===== config.mk =====
export PLATFORM = sky130hd
export DESIGN_NAME = rs_station
export DESIGN_NICKNAME = d
export VERILOG_FILES = /design/src/rtl/rs_pkg.sv /design/src/rtl/rs_operand.sv /design/src/rtl/rs_entry.sv /design/src/rtl/rs_pick_low.sv /design/src/rtl/rs_station.sv
export SDC_FILE = /design/constraint.sdc
export NUM_CORES = 1
export LEC_CHECK = 0
export ABC_AREA = 0
export CAP_MARGIN = 30
export CORE_ASPECT_RATIO = 1.5
export CORE_MARGIN = 5
export CORE_UTILIZATION = 39
export CTS_CLUSTER_DIAMETER = 40
export DETAILED_ROUTE_END_ITERATION = 12
export PLACE_DENSITY = 0.7
export SYNTH_ARGS = -nofsm -noshare
export SYNTH_HDL_FRONTEND = slang
export SYNTH_HIERARCHICAL = 1
export SYNTH_SLANG_ARGS = --single-unit

===== constraint.sdc =====
create_clock -name clk -period 3.57 [get_ports clk]
set_input_delay 0.714 -clock clk [delete_from_list [all_inputs] [get_ports clk]]
set_output_delay 0.714 -clock clk [all_outputs]
set_load 0.02 [all_outputs]

===== src/rtl/rs_pkg.sv =====
// Shared widths and the stored-source type for the issue queue.
package rs_pkg;
    parameter int RS_ENTRIES = 4;
    parameter int RS_TAG_W   = 3;
    parameter int RS_DATA_W  = 16;
    parameter int RS_OP_W    = 4;

    // One source operand: present flag, producer tag, value.
    typedef struct packed {
        logic                 rdy;
        logic [RS_TAG_W-1:0]  tag;
        logic [RS_DATA_W-1:0] val;
    } src_t;
endpackage


===== src/rtl/rs_operand.sv =====
// One source slot. It stores a value or waits on a producer tag and takes the
// broadcast value when the tags match, including in the cycle it is loaded.
// Assumes: load and the bus are sampled at the same edge; the caller gates load.
module rs_operand
    import rs_pkg::*;
(
    input  logic                 clk,
    input  logic                 rst_n,
    input  logic                 load,
    input  src_t                 load_src,
    input  logic                 bus_valid,
    input  logic [RS_TAG_W-1:0]  bus_tag,
    input  logic [RS_DATA_W-1:0] bus_val,
    output src_t                 cur
);
    logic hit_new;
    logic hit_cur;

    // Match tests for the incoming source and the stored one.
    always_comb begin
        hit_new = bus_valid && !load_src.rdy && (bus_tag == load_src.tag);
        hit_cur = bus_valid && !cur.rdy && (bus_tag == cur.tag);
    end

    // Load at entry (with same-cycle bypass), otherwise snoop the bus.
    always_ff @(posedge clk) begin
        if (!rst_n) begin
            cur <= '0;
        end else if (load) begin
            cur.tag <= load_src.tag;
            cur.rdy <= load_src.rdy || hit_new;
            cur.val <= hit_new ? bus_val : load_src.val;
        end else if (hit_cur) begin
            cur.rdy <= 1'b1;
            cur.val <= bus_val;
        end
    end

    AST_SNOOP_TAKE: assert property (@(posedge clk) disable iff (!rst_n)
        (!load && hit_cur) |=> (cur.rdy && cur.val == $past(bus_val)));
    AST_READY_KEEPS: assert property (@(posedge clk) disable iff (!rst_n)
        (!load && cur.rdy) |=> $stable(cur));
    AST_ENTRY_BYPASS: assert property (@(posedge clk) disable iff (!rst_n)
        (load && hit_new) |=> (cur.rdy && cur.val == $past(bus_val)));
endmodule


===== src/rtl/rs_entry.sv =====
// One queue slot: occupancy, opcode, result index and two snooping sources.
// Assumes: alloc is only raised for an empty slot; flush overrides everything.
module rs_entry
    import rs_pkg::*;
(
    input  logic                 clk,
    input  logic                 rst_n,
    input  logic                 flush,
    input  logic                 alloc,
    input  logic                 clr,
    input  logic [RS_OP_W-1:0]   in_op,
    input  logic [RS_TAG_W-1:0]  in_dst,
    input  src_t                 in_a,
    input  src_t                 in_b,
    input  logic                 bus_valid,
    input  logic [RS_TAG_W-1:0]  bus_tag,
    input  logic [RS_DATA_W-1:0] bus_val,
    output logic                 occ,
    output logic                 done,
    output logic [RS_OP_W-1:0]   op,
    output logic [RS_TAG_W-1:0]  dst,
    output logic [RS_DATA_W-1:0] a_val,
    output logic [RS_DATA_W-1:0] b_val
);
    src_t src_a;
    src_t src_b;

    // Occupancy: flush wins, then fill, then release on handover.
    always_ff @(posedge clk) begin
        if (!rst_n)      occ <= 1'b0;
        else if (flush)  occ <= 1'b0;
        else if (alloc)  occ <= 1'b1;
        else if (clr)    occ <= 1'b0;
    end

    // Opcode and result index are captured at fill time.
    always_ff @(posedge clk) begin
        if (!rst_n) begin
            op  <= '0;
            dst <= '0;
        end else if (alloc) begin
            op  <= in_op;
            dst <= in_dst;
        end
    end

    rs_operand u_src_a (
        .clk(clk), .rst_n(rst_n), .load(alloc), .load_src(in_a),
        .bus_valid(bus_valid), .bus_tag(bus_tag), .bus_val(bus_val), .cur(src_a)
    );
    rs_operand u_src_b (
        .clk(clk), .rst_n(rst_n), .load(alloc), .load_src(in_b),
        .bus_valid(bus_valid), .bus_tag(bus_tag), .bus_val(bus_val), .cur(src_b)
    );

    // Slot is complete when occupied and both sources are present.
    always_comb begin
        done  = occ && src_a.rdy && src_b.rdy;
        a_val = src_a.val;
        b_val = src_b.val;
    end

    AST_SLOT_RELEASE: assert property (@(posedge clk) disable iff (!rst_n)
        (clr && !alloc) |=> !occ);
    AST_SLOT_FLUSH: assert property (@(posedge clk) disable iff (!rst_n)
        flush |=> !occ);
endmodule


===== src/rtl/rs_pick_low.sv =====
// Fixed-priority picker: grants the lowest-numbered set request bit.
// Assumes: N is at least 1.
module rs_pick_low #(
    parameter int N     = 4,
    parameter int IDX_W = (N > 1) ? $clog2(N) : 1
) (
    input  logic [N-1:0]     req,
    output logic [N-1:0]     gnt,
    output logic             any,
    output logic [IDX_W-1:0] idx
);
    // Scan from the top down so the lowest set bit is the last one written.
    always_comb begin
        gnt = '0;
        idx = '0;
        any = 1'b0;
        for (int i = N - 1; i >= 0; i--) begin
            if (req[i]) begin
                gnt = '0;
                gnt[i] = 1'b1;
                idx = IDX_W'(i);
                any = 1'b1;
            end
        end
    end
endmodule


===== src/rtl/rs_station.sv =====
// Issue queue for one execution unit. It fills the lowest empty slot, lets
// slots snoop the result bus, hands the lowest complete slot to the unit and
// empties everything on flush.
// Assumes: the execution unit accepts one operation per cycle without stalling.
module rs_station
    import rs_pkg::*;
#(
    parameter int N_ENT = RS_ENTRIES,
    localparam int IDX_W = (N_ENT > 1) ? $clog2(N_ENT) : 1
) (
    input  logic                 clk,
    input  logic                 rst_n,
    input  logic                 rob_slot_free,
    input  logic                 iss_valid,
    input  logic [RS_OP_W-1:0]   iss_op,
    input  logic [RS_TAG_W-1:0]  iss_dst,
    input  logic                 iss_a_rdy,
    input  logic [RS_TAG_W-1:0]  iss_a_tag,
    input  logic [RS_DATA_W-1:0] iss_a_val,
    input  logic                 iss_b_rdy,
    input  logic [RS_TAG_W-1:0]  iss_b_tag,
    input  logic [RS_DATA_W-1:0] iss_b_val,
    output logic                 iss_ready,
    input  logic                 bus_valid,
    input  logic [RS_TAG_W-1:0]  bus_tag,
    input  logic [RS_DATA_W-1:0] bus_val,
    input  logic                 flush,
    output logic                 disp_valid,
    output logic [IDX_W-1:0]     disp_idx,
    output logic [RS_OP_W-1:0]   disp_op,
    output logic [RS_TAG_W-1:0]  disp_dst,
    output logic [RS_DATA_W-1:0] disp_a,
    output logic [RS_DATA_W-1:0] disp_b
);
    logic [N_ENT-1:0]     occ;
    logic [N_ENT-1:0]     done;
    logic [N_ENT-1:0]     free_gnt;
    logic [N_ENT-1:0]     disp_gnt;
    logic [N_ENT-1:0]     lower_mask;
    logic                 any_free;
    logic [IDX_W-1:0]     free_idx;
    logic                 accept;
    src_t                 new_a;
    src_t                 new_b;
    logic [RS_OP_W-1:0]   e_op  [N_ENT];
    logic [RS_TAG_W-1:0]  e_dst [N_ENT];
    logic [RS_DATA_W-1:0] e_a   [N_ENT];
    logic [RS_DATA_W-1:0] e_b   [N_ENT];

    // Entry gating and packing of the incoming sources.
    always_comb begin
        iss_ready = any_free && rob_slot_free;
        accept    = iss_valid && iss_ready && !flush;
        new_a     = '{rdy: iss_a_rdy, tag: iss_a_tag, val: iss_a_val};
        new_b     = '{rdy: iss_b_rdy, tag: iss_b_tag, val: iss_b_val};
    end

    rs_pick_low #(.N(N_ENT), .IDX_W(IDX_W)) u_free_pick (
        .req(~occ), .gnt(free_gnt), .any(any_free), .idx(free_idx)
    );
    rs_pick_low #(.N(N_ENT), .IDX_W(IDX_W)) u_disp_pick (
        .req(done), .gnt(disp_gnt), .any(disp_valid), .idx(disp_idx)
    );

    for (genvar g = 0; g < N_ENT; g++) begin : g_slot
        rs_entry u_slot (
            .clk(clk), .rst_n(rst_n), .flush(flush),
            .alloc(accept && free_gnt[g]), .clr(disp_gnt[g]),
            .in_op(iss_op), .in_dst(iss_dst), .in_a(new_a), .in_b(new_b),
            .bus_valid(bus_valid), .bus_tag(bus_tag), .bus_val(bus_val),
            .occ(occ[g]), .done(done[g]), .op(e_op[g]), .dst(e_dst[g]),
            .a_val(e_a[g]), .b_val(e_b[g])
        );
    end

    // Handover mux driven by the chosen slot number.
    always_comb begin
        disp_op  = e_op[disp_idx];
        disp_dst = e_dst[disp_idx];
        disp_a   = e_a[disp_idx];
        disp_b   = e_b[disp_idx];
    end

    // Slots numbered below the handed-over one, for the priority check.
    always_comb begin
        lower_mask = '0;
        for (int i = 0; i < N_ENT; i++) lower_mask[i] = (IDX_W'(i) < disp_idx);
    end

    AST_ONE_HANDOVER: assert property (@(posedge clk) disable iff (!rst_n)
        $onehot0(disp_gnt));
    AST_LOWEST_FIRST: assert property (@(posedge clk) disable iff (!rst_n)
        disp_valid |-> ((done & lower_mask) == '0));
    AST_FULL_REFUSES: assert property (@(posedge clk) disable iff (!rst_n)
        !iss_ready |=> ($countones(occ) <= $past($countones(occ))));
    AST_FILL_GROWS: assert property (@(posedge clk) disable iff (!rst_n)
        (accept && !disp_valid) |=> ($countones(occ) == $past($countones(occ)) + 1));
    AST_HANDOVER_FREES: assert property (@(posedge clk) disable iff (!rst_n)
        disp_valid |=> !occ[$past(disp_idx)]);
    AST_FLUSH_EMPTIES: assert property (@(posedge clk) disable iff (!rst_n)
        flush |=> (occ == '0));
endmodule


Word level (Yosys, flattened, before mapping)

Index checks and enable logic that the tools add are counted.

Latch bits: 0
Memories kept: 0
Memory bits (read-only): 0
Flip-flop bits (word level): 192
RAM bits: 0
Input bits: 72

Eq/ne operators: 10
Shift operators: 0
$mul: 0
Bitwise logic cells: 3
Multiplexer cells: 74
Magnitude comparators: 1
Add/subtract/negate cells: 0
Reduce and logical (&&, ||, !) cells: 61
Div/mod/pow operators: 0

Operators with widths:

| kind                 | number |
|---|---|
| $mux W16             | 22 |
| $bmux W16 S2         | 2 |
| $mux W4              | 10 |
| $logic_and A1 B1 Y1  | 35 |
| $mux W1              | 32 |
| $eq A3 B3 Y1         | 10 |
| $reduce_bool A2 Y1   | 12 |
| $logic_not A1 Y1     | 11 |
| $bmux W4 S2          | 1 |
| $mux W2              | 4 |
| $bmux W3 S2          | 1 |
| $mux W3              | 2 |
| $not A4 Y4           | 1 |
| $ge A3 B3 Y1 const B | 1 |
| $not A2 Y3           | 1 |
| $logic_or A1 B1 Y1   | 2 |
| $reduce_or A2 Y1     | 1 |
| $not A1 Y1           | 1 |

Longest topological paths before layout

Depth in word-level cells: 10
Depth in mapped cells: 9
Gate-level depth less buffers: 7

By module

Netlist, hierarchy kept.

By module, submodules not included:

| module      | times used | sequential area each (µm²) | area each (µm²) | cells each |
|---|---|---|---|---|
| rs_operand  | 8          | 400.4                      | 1,171.1         | 116 |
| rs_entry    | 4          | 160.2                      | 311.5           | 27 |
| rs_station  | 1          | 0.0                        | 989.7           | 57 |
| rs_pick_low | 2          | 0.0                        | 58.8            | 10 |

Worst setup path before layout

Ideal clock, no wire load.

Kind: reg-to-output
From: register g_slot[2].u_slot/u_src_b/cur[19] in the netlist's numbering
To: output port disp_b[10]
Cell stages (with the launch flop): 7
Slack: 0.682 ns
Arrival: 2.174 ns
Data required time: 2.856 ns
Cells stage by stage: dfxtp_1 > and3_1 > nand2b_1 > a21oi_1 > buf_6 > buf_6 > mux4_2

Word-level cells in the longest chain between the ends: 8

RTL lines:

| element                                      | RTL line          | source |
|---|---|---|
| start: declaration                           | rs_operand.sv:14  | `output src_t cur` |
| $logic_and A1 B1 Y1                          | rs_entry.sv:58    | `done = occ && src_a.rdy && src_b.rdy;` |
| net done[2]                                  | rs_station.sv:36  | `logic [N_ENT-1:0] done;` |
| $mux W2 (3 in series)                        | rs_pick_low.sv:18 | `if (req[i]) begin` |
| net disp_idx[0]                              | rs_station.sv:29  | `output logic [IDX_W-1:0] disp_idx,` |
| $not A2 Y3 (implied by the code)             | rs_station.sv:81  | `disp_b = e_b[disp_idx];` |
| $bmux W16 S2                                 | rs_station.sv:81  |  |
| $mux W16 (implied by the code) (2 in series) | rs_station.sv:81  |  |
| end: declaration                             | rs_station.sv:33  | `output logic [RS_DATA_W-1:0] disp_b` |

The timed path passes the listed nets, and every way through them passes these cells. The select of a mux whose other input is x is not followed.

Final worst setup path

From: register g_slot[2].u_slot/u_src_a/cur[19] in the netlist's numbering
To: output port disp_b[1]

Word-level cells in the longest chain between the ends: 9

RTL lines:

| element                                      | RTL line |
|---|---|
| start: declaration                           | rs_operand.sv:14 |
| $logic_and A1 B1 Y1 (2 in series)            | rs_entry.sv:58 |
| net done[2]                                  | rs_station.sv:36 |
| $mux W2 (3 in series)                        | rs_pick_low.sv:18 |
| $not A2 Y3 (implied by the code)             | rs_station.sv:81 |
| $bmux W16 S2                                 | rs_station.sv:81 |
| $mux W16 (implied by the code) (2 in series) | rs_station.sv:81 |

The timed path passes the listed nets, and every way through them passes these cells. The select of a mux whose other input is x is not followed.

==> results by stage <==
Worst setup path:
- The highest fanout seen on the critical path is 20.
- The biggest cell delay along the critical path is 0.57 ns.
- The slowest stage of the critical path is the clkdlybuf4s50_1 cell.
- The setup check on the worst reg-to-reg path leaves a slack of 0.57 ns.
- In this run the critical register-to-register path is launched from g_slot[0].u_slot/occ.
- The worst setup path is captured at an output pin.
- The worst reg2reg path endpoint is g_slot[1].u_slot/u_src_a/cur[6].
- Counting cells, the worst reg-to-reg path comes to 6.
- The signal on the critical path passes through and3_1, nand2b_1, a21oi_4, buf_12, mux4_2, clkdlybuf4s50_1.
- The required time of the worst setup path is 2.86 ns.
- The arrival time reported for the critical path endpoint is 2.78 ns.
- The worst setup path is launched from a flop.
- The critical path is of the reg2out type.

Die:
- For this configuration, the core starts out at a cell density of 39.6%.
- The number of top-level pins is 115.
- The floorplan step defined a core boundary enclosing 0.0296 sq mm.
- The placement row count is 77.
- The chip width is 151 um.
- The die covers 0.0336 sq mm.
- From bottom edge to top edge, the die measures 222 um.

Worst hold path:
- The worst hold path begins at g_slot[1].u_slot/u_src_a/cur[10].
- The worst hold path passes through 2 cells.
- The worst hold-check path type is reg2reg.
- The worst hold path terminates at g_slot[1].u_slot/u_src_a/cur[10].

STA:
- Based on the critical path, the design can be clocked at up to 0.286 GHz.
- The setup skew after layout is ~0.012 ns.
- The count of final hold-check violations came to 0.
- The final critical path takes up 97.9% of the cycle.
- The worst path in the final design needs a cycle of 3.49 ns, including I/O delays and setup.
- At the pin with the least slew margin, the transition time is 1.04 ns.
- The final setup violation count is 0.
- Final hold analysis gives a worst-case slack of 0.461 ns.
- Setup slack closes at between 0.07 and 0.08 ns.
- In this run the tightest slew margin relative to its limit is a little under a third.
- The max-slew violation count was 0.

Synthesis:
- The cell area that synthesis handed to floorplanning was around 0.012 sq mm.
- Yosys printed 6 warnings.
- The synthesized netlist cell count is 1109.
- The synthesized net count is approximately 1200.
- The post-synthesis area per instance is 10.6 sq um.

GRT:
- The number of antenna violations at the first check in global routing is 1.
- The via count of the first global-routing pass is roughly 9500.
- Entering global routing, the biggest net connects between 80 and 90 pins.
- The total global-route track usage is 20.5%.
- The first global-routing pass estimated ~54 mm of wire.
- Global routing finished with a remaining overflow of 0.

Placed design:
- The placed wire-length estimate is about 22 mm.
- The congestion estimate from routability-driven global placement came to just over 0.8.
- In this run, placement finished with an instance count of 1561.
- Timing analysis after detailed placement gives a worst setup slack of 0.346 ns.
- The number of port buffers is approximately 110.

CTS:
- The sink count of the clock tree is 192.
- The number of buffers on the longest clock path is 2.
- The total CTS buffers is 17.
- TritonCTS built the clock tree.
- CTS built an H-tree with a depth of 4.
- Clock latency on the worst-skew pair, taken at its later pin, is about 0.45 ns.
- The root buffer cell is clkbuf_16.
- After clock tree synthesis, the clock-pin slew on the worst setup and hold paths is approximately 0.080 ns.

Drt:
- The count of nets left with antenna violations once routing finished came out at 0.
- Routed signal wires occupy layers up through met4.
- The met3 wire length is around 1.9 mm.
- After detailed routing, the met2 layer carries roughly 18 mm of wire.
- The first detailed-routing pass ran for 6 iterations.
- The count of unresolved DRC violations after routing is 0.
- The wire length on met1 is 14.1 mm.
- After detailed routing, the average wire length per cell comes to around 22 um.
- The total number of vias is ~9300.
- The total detailed-routing wirelength is 35.2 mm.
- The initial detailed-routing violation count is 790.
- The number of vias per cell after detailed routing is slightly below 6.

Power:
- The highest ir drop seen on vdd is around 0.28 mV.
- For this design the ratio of total power to cell area is around 370 mW/mm^2.
- The leakage power of the design is between 4 and 5 nW.
- The design draws between 5 and 6 mW.

Cells and area:
- For this run, the share of the core covered by cells in the final layout is 47.0%.
- The finished layout holds 1598 standard cells, fillers aside.
- The count of nets after finishing is 1262.
- The area growth from synthesis to layout is 18.9%.
- The ratio of cells with drive above 1 in the final layout is 17.9%.
- The multi-input combinational cells in the finished layout cover a total of just under 0.007 sq mm.
- The register area is 0.00384 sq mm.
- Fill cells in the final layout number 2716.

Job:
- The max-capacitance violation count is 0.

Status:
- The run finished with clean final reports.
## flip-flops by register name, indices dropped and copies added, names as in the netlist
name and count:
g_slot.u_slot/u_src_a/cur 80, g_slot.u_slot/u_src_b/cur 80, g_slot.u_slot/op 16, g_slot.u_slot/dst 12, g_slot.u_slot/occ 4
## placed cells by master (no fill, tap or decap), drive strengths merged, types with 8 or more instances in the layout
cell           instances
mux2i                180
clkbuf                19
nor4                   8
o21ai                  8
inv                  145
o21ba                  8
xor2                  24
mux4                  39
o31ai                128
nor2                  11
nor4b                 10
dfxtp                192
or2                    8
nand2b                17
a221oi               128
nand4                  8
dlygate4sd2           15
clkdlybuf4s50         90
a21oi                  9
dlymetal6s2s           8
nor2b                 56
buf                   42
xnor2                 24
## how the worst max path moves through the flow
stage	cells after the start	end	from
after CTS	6	disp_b[0]	g_slot[1].u_slot/u_src_a/cur[19]
after detailed placement	5	g_slot[1].u_slot/u_src_b/cur[15]	flush
after floorplan	6	disp_b[10]	g_slot[2].u_slot/u_src_b/cur[19]
after global placement	5	g_slot[0].u_slot/u_src_a/cur[8]	flush
after global routing	7	disp_op[3]	g_slot[2].u_slot/u_src_a/cur[19]
final	6	disp_b[1]	g_slot[2].u_slot/u_src_a/cur[19]
## metal layers
| metal | global-route usage [%] | vias to the layer above |
|---|---|---|
| met3 | 3.15 | 76 |
| met2 | 34.4 | 324 |
| met4 | 10.7 | 0 |
| li1 | - | 4363 |
| met1 | 24.9 | 4574 |
| met5 | 0 | - |
## power by group
| group | leakage [nW] | internal, mW | total (mW) | switching (mW) |
|---|---|---|---|---|
| logic | 2.51 | 0.366 | 0.856 | 0.490 |
| clock network | 0.308 | 1.19 | 2.10 | 0.908 |
| registers | 1.56 | 2.22 | 2.26 | 0.0429 |
| total | 4.37 | 3.77 | 5.22 | 1.44 |
## cell type report
cell class	count	share of cell area [%]
clock inverter	13	1.42
clock buffer	18	3.09
antenna	1	0.0180
multi-input combinational	685	49.4
timing repair buffer	156	11.2
tap	395	3.55
inverter	138	3.72
sequential	192	27.6
## timing repair
| item | CTS | global route |
|---|---|---|
| pin swaps | 0 | 0 |
| setup endpoints to repair | 39 | 24 |
| setup buffers | 0 | 2 |
| gates resized for setup | 15 | 12 |
| gates cloned | 1 | 1 |
| hold endpoints to repair | 0 | 0 |
| hold buffers | 0 | 0 |
## metrics by stage
step	area, sq um	setup TNS [ns]
finish	13900	0
global route	13900	-0.0200
CTS	13900	-0.476
detailed placement	13200	0
global placement	13100	0
floorplan	11700	0
## critical path: cells and delay by family, from the launching register on
family / cells / cell delay, ns
buf+inv: 2 / 0.82
mux: 1 / 0.56
simple gates: 2 / 0.41
flops: 1 / 0.35
compound gates: 1 / 0.19
Note: power is estimated with default switching activity, not from simulation.
